==> config.mk <==
export PLATFORM = sky130hd
export DESIGN_NAME = utx_sphy_tx
export DESIGN_NICKNAME = d
export VERILOG_FILES = /design/src/rtl/utx_pkg.sv /design/src/rtl/utx_cell_counter.sv /design/src/rtl/utx_flow_gate.sv /design/src/rtl/utx_bus_driver.sv /design/src/rtl/utx_sphy_tx.sv
export SDC_FILE = /design/constraint.sdc
export NUM_CORES = 1
export LEC_CHECK = 0
export CORE_MARGIN = 2
export CORE_UTILIZATION = 45
export CTS_CLUSTER_SIZE = 28
export DETAILED_ROUTE_END_ITERATION = 8
export PLACE_DENSITY = 0.75
export SYNTH_ARGS = -nofsm -noshare
export SYNTH_HDL_FRONTEND = slang
export SYNTH_SLANG_ARGS = --single-unit
==> constraint.sdc <==
create_clock -name clk -period 2 [get_ports clk]
set_input_delay 0.5 -clock clk [delete_from_list [all_inputs] [get_ports clk]]
set_output_delay 0.5 -clock clk [all_outputs]
set_load 0.01 [all_outputs]
==> src/rtl/utx_pkg.sv <==
package utx_pkg;
  // Byte index after one accepted byte, wrapping at the cell length.
  function automatic int unsigned cell_next(int unsigned cur, int unsigned len);
    return (cur + 1 >= len) ? 0 : cur + 1;
  endfunction

  // Remaining grace bytes after a cycle in octet-level flow control.
  function automatic int unsigned grace_next(int unsigned cur, int unsigned full_allow,
                                             logic reload, logic take);
    if (reload) return full_allow;
    if (take && cur != 0) return cur - 1;
    return cur;
  endfunction
endpackage

==> src/rtl/utx_cell_counter.sv <==
module utx_cell_counter #(
  parameter int CELL_LEN = 53
) (
  input  logic clk,
  input  logic rst_n,
  input  logic fire,
  output logic at_first
);
  import utx_pkg::*;
  localparam int CW = $clog2(CELL_LEN);

  logic [CW-1:0] idx_q;

  always_ff @(posedge clk) begin
    if (!rst_n) idx_q <= '0;
    else if (fire) idx_q <= CW'(cell_next(int'(idx_q), CELL_LEN));
  end

  assign at_first = (idx_q == '0);

  // index never leaves the cell range
  a_r6_index_range: assert property (@(posedge clk) disable iff (!rst_n)
    int'(idx_q) < CELL_LEN);
endmodule

==> src/rtl/utx_flow_gate.sv <==
module utx_flow_gate #(
  parameter int GRACE = 4
) (
  input  logic clk,
  input  logic rst_n,
  input  logic octet_mode,
  input  logic phy_room,
  input  logic at_first,
  input  logic fire,
  output logic permit
);
  import utx_pkg::*;
  localparam int GW = $clog2(GRACE + 1);

  logic [GW-1:0] grace_q;
  logic          reload;
  logic          cell_ok;
  logic          octet_ok;

  assign reload   = phy_room || !octet_mode;
  assign cell_ok  = !at_first || phy_room;
  assign octet_ok = phy_room || (grace_q != '0);
  assign permit   = octet_mode ? octet_ok : cell_ok;

  always_ff @(posedge clk) begin
    if (!rst_n) grace_q <= GW'(GRACE);
    else grace_q <= GW'(grace_next(int'(grace_q), GRACE, reload, fire));
  end

  // a cycle with room (or cell-level mode) leaves the full allowance
  a_r9_reload: assert property (@(posedge clk) disable iff (!rst_n)
    reload |=> int'(grace_q) == GRACE);
  // allowance only drops by one per accepted byte
  a_r8_step: assert property (@(posedge clk) disable iff (!rst_n)
    (!reload && !fire) |=> $stable(grace_q));
endmodule

==> src/rtl/utx_bus_driver.sv <==
module utx_bus_driver #(
  parameter int DW = 8
) (
  input  logic          clk,
  input  logic          rst_n,
  input  logic          fire,
  input  logic          first,
  input  logic [DW-1:0] data_in,
  output logic [DW-1:0] phy_data,
  output logic          phy_enb_n,
  output logic          phy_soc
);
  always_ff @(posedge clk) begin
    if (!rst_n) begin
      phy_data  <= '0;
      phy_enb_n <= 1'b1;
      phy_soc   <= 1'b0;
    end else begin
      phy_enb_n <= !fire;
      phy_soc   <= fire && first;
      if (fire) phy_data <= data_in;
    end
  end

  // start-of-cell only on a live bus cycle
  a_r6_soc_enabled: assert property (@(posedge clk) disable iff (!rst_n)
    phy_soc |-> !phy_enb_n);
  // the bus carries the accepted byte in the following cycle
  a_r5_data_follows: assert property (@(posedge clk) disable iff (!rst_n)
    fire |=> (phy_data == $past(data_in)));
endmodule

==> src/rtl/utx_sphy_tx.sv <==
module utx_sphy_tx #(
  parameter int DW       = 8,
  parameter int AW       = 5,
  parameter int CELL_LEN = 53,
  parameter int GRACE    = 4
) (
  input  logic          clk,
  input  logic          rst_n,
  input  logic          octet_mode,
  input  logic          phy_room,
  input  logic          src_valid,
  input  logic [DW-1:0] src_data,
  output logic          src_ready,
  output logic [DW-1:0] phy_data,
  output logic          phy_enb_n,
  output logic          phy_soc,
  output logic [AW-1:0] phy_addr
);
  localparam int GCW = $clog2(GRACE + 2);

  logic fire;
  logic at_first;
  logic permit;

  assign src_ready = permit;
  assign fire      = src_valid && permit;
  assign phy_addr  = '1;

  utx_cell_counter #(.CELL_LEN(CELL_LEN)) u_count (
    .clk(clk), .rst_n(rst_n), .fire(fire), .at_first(at_first)
  );

  utx_flow_gate #(.GRACE(GRACE)) u_gate (
    .clk(clk), .rst_n(rst_n), .octet_mode(octet_mode), .phy_room(phy_room),
    .at_first(at_first), .fire(fire), .permit(permit)
  );

  utx_bus_driver #(.DW(DW)) u_bus (
    .clk(clk), .rst_n(rst_n), .fire(fire), .first(at_first),
    .data_in(src_data), .phy_data(phy_data), .phy_enb_n(phy_enb_n), .phy_soc(phy_soc)
  );

  // Independent tally of bytes taken while the PHY reports full.
  logic [GCW-1:0] full_takes_q;
  always_ff @(posedge clk) begin
    if (!rst_n || phy_room || !octet_mode) full_takes_q <= '0;
    else if (fire && int'(full_takes_q) <= GRACE) full_takes_q <= full_takes_q + 1'b1;
  end

  // no fifth byte while full
  a_r8_grace_bound: assert property (@(posedge clk) disable iff (!rst_n)
    (octet_mode && !phy_room && fire) |-> int'(full_takes_q) < GRACE);
  // enable follows acceptance by one cycle
  a_r5_enb_follows: assert property (@(posedge clk) disable iff (!rst_n)
    fire |=> !phy_enb_n);
  a_r5_enb_idle: assert property (@(posedge clk) disable iff (!rst_n)
    !fire |=> phy_enb_n);
  // mid-cell in cell-level mode the source is never held off
  a_r4_cell_runs: assert property (@(posedge clk) disable iff (!rst_n)
    (!octet_mode && !at_first) |-> src_ready);
  // octet-level mode with room is always ready
  a_r7_room_ready: assert property (@(posedge clk) disable iff (!rst_n)
    (octet_mode && phy_room) |-> src_ready);
endmodule

==> impl_metrics.ini <==
[global_route]
grt_pass1_vias = 1088
grt_max_degree = 14
grt_pass1_wl_mm = 4.31
grt_use_total_pct = 20.2
grt_overflow = 0
grt_antenna_before_repair = 0

[logic_synthesis]
ys_warn_count = 0
synth_cell_types = 39
ys_ff_latch = 19
ys_top_cells_by_area = dfxtp_1 33%, nand2_1 8.5%, ha_1 5.5%
async_flop_share_pct = 0
synth_top_cell_by_area = dfxtp_1
yosysSeqAreaShare_pct = 33.3
syn-cell-area_um2 = 1140
synth_edf_count = 0
synth_ff_type = dfxtp_1
synth_top_area_share_pct = 33.3
synthCells = 143
synth.avg_cell_area_um2 = 8.00

[final_layout]
drive_gt1_share_pct = 22.3
fin_nets = 198
antenna_cells = 0
post-route-cell-area_um2 = 1550
area_delta_synth_final_pct = 35.3
final_common_cell = nand2_1
final_cell_mix = 26 x nand2_1, 21 x clkdlybuf4s50_1, 19 x buf_4

[clock_tree]
clk_pin_slew_ns = 0.11
insertion_delay_ns = 0.29
cts_buffer_depth = 2
cts-htree-levels = 1
cts.sinks = 19
cts_tree = done
root_buffer = clkbuf_4
numCtsBuffers = 3

[floorplan]
core_area_um2 = 2430
die_height_um = 54.4
io_pins = 29
die_area_um2 = 2960
rows = 18
die_w_um = 54.4
start_util_pct = 47.0

[hold_path]
hold_class = flip-flop to flip-flop
holdCritStartpoint = u_bus.phy_data[0]
whs_path_depth = 2
min_to = u_bus.phy_data[0]

[sta]
hold_viol = 0
clock_skew_ns = 0.00175
rsz0062_at_grt = yes
min_period_ns = 2.00
drv_slew = 0
period_share_pct = 99.8
fmax_mhz = 501
fin_setup_tns_ns = 0
setup_violations = 0

[drt]
dr_total_vias = 1102
via_per_inst = 5.27
wl_met1_mm = 1.12
dr_wl_met3_um = 152
met2_length_mm = 1.39
drtAntennaViolNets = 0
wirelength_mm = 2.71
drtIter0Drc = 25
top_layer = met4
drc = 0
wire_per_inst_um = 13.0
drtPass1Iterations = 4

[setup_path]
cp_data_arrival_time_ns = 1.50
critPathRequiredTime_ns = 1.50
endpoint_kind = output pin
worst_r2r_endpoint = u_count.idx_q[1]
rr_startpoint = u_count.idx_q[1]
reg2reg_depth = 7
critPathLaunchType = flip-flop
r2r_slack_ns = 0.10
worstSetupPathType = flip-flop to output pin
crit_path_max_fanout = 2

[place]
port_buffers = 23
dp_hpwl_mm = 1.95
dpl_cell_area_um2 = 1470
gp_congestion = 0.800

[power]
ir_drop_v = 0.000491
power.density_nw_per_um2 = 540
p_leak_nw = 0.607

[run_status]
status = finished clean

[run]
cap_violations = 0
state kept, by name (all words and copies together) (netlist names):
name	cells
u_bus.phy_data	8
u_count.idx_q	6
u_gate.grace_q	3
u_bus.phy_enb_n	1
u_bus.phy_soc	1
timing repair:
action | CTS | global route
setup buffers | 0 | 1
hold endpoints to repair | 0 | 0
pin swaps | 2 | 5
endpoints found under the setup margin | 11 | 14
hold buffers | 0 | 0
gates cloned | 0 | 0
resized for setup | 17 | 3
routing by layer:
metal,vias up,GRT usage (%)
met5,-,0
met4,0,10.0
met3,7,3.83
met2,40,37.6
met1,504,21.5
li1,551,-
where the power goes:
group	leakage, nW	internal [W]	total (W)	switching (W)
sequential	0.157	0.000400	0.000412	0.0000115
clock	0.0177	0.0000744	0.000193	0.000119
combinational	0.432	0.000120	0.000230	0.000111
total	0.607	0.000594	0.000835	0.000241
area by class of cell:
class / count / area, um2
sequential: 19 / 384
multi-input combinational: 103 / 684
clock inverter: 1 / 5.00
fill: 211 / 885
timing repair buffer: 42 / 373
clock buffer: 3 / 22.5
inverter: 11 / 41.3
tap: 30 / 37.5
synth_stat cells (2+ instances only):
| library cell | n |
|---|---|
| a211o_1 | 2 |
| nand4_1 | 2 |
| clkbuf_1 | 5 |
| nor2_1 | 8 |
| a31oi_1 | 2 |
| xnor2_1 | 4 |
| buf_6 | 3 |
| a21oi_1 | 11 |
| nand2b_1 | 2 |
| dfxtp_1 | 19 |
| nand3_1 | 5 |
| inv_1 | 11 |
| mux2i_1 | 3 |
| o21ai_0 | 3 |
| and3_1 | 2 |
| o211ai_1 | 3 |
| ha_1 | 5 |
| o2111ai_1 | 2 |
| o21a_1 | 2 |
| nand2_1 | 26 |
| buf_4 | 5 |
logic make-up after synthesis:
logic type                 Yosys count  share of synthesized area (%)
and+or+nand+nor                     51                           21.1
AOI/OAI and AO/OA                   35                           22.2
buffers and inverters               25                           11.9
DFF                                 19                           33.3
adders and majority gates            5                           5.47
xor gates and xnor gates             4                           3.06
muxes                                3                           2.63
other                                1                          0.328
metrics by stage:
stage	util [%]	std cells	setup WS, ns	hold WS (ns)	total power [W]
3_3_place_gp	60.3	204	-0.391	0.442	0.000626
4_1_cts	63.1	208	-0.0134	0.462	0.000837
3_5_place_dp	60.3	204	-0.419	0.447	0.000633
2_1_floorplan	-	147	0.209	0.435	0.000536
5_1_grt	63.6	209	-0.0539	0.484	0.000876
6_report	63.6	209	0.00406	0.462	0.000835
critical path, cell delays in order (launching register included):
cell and delay [ns]:
dfxtp_2 0.35, inv_2 0.04, ha_4 0.15, ha_4 0.15
and2_4 0.14, a31oi_4 0.15, or2_4 0.14, buf_6 0.09
worst max-delay path by stage:
| stage | from | end | cells past startpoint |
|---|---|---|---|
| final | u_gate.grace_q[1] | src_ready | 7 |
| after CTS | u_gate.grace_q[0] | src_ready | 7 |
| after global routing | u_gate.grace_q[1] | src_ready | 7 |
| after floorplan | u_count.idx_q[0] | u_count.idx_q[1] | 7 |
| after detailed placement | octet_mode | src_ready | 5 |
| after global placement | octet_mode | src_ready | 5 |
No activity file was read; power rests on OpenSTA's default activity.
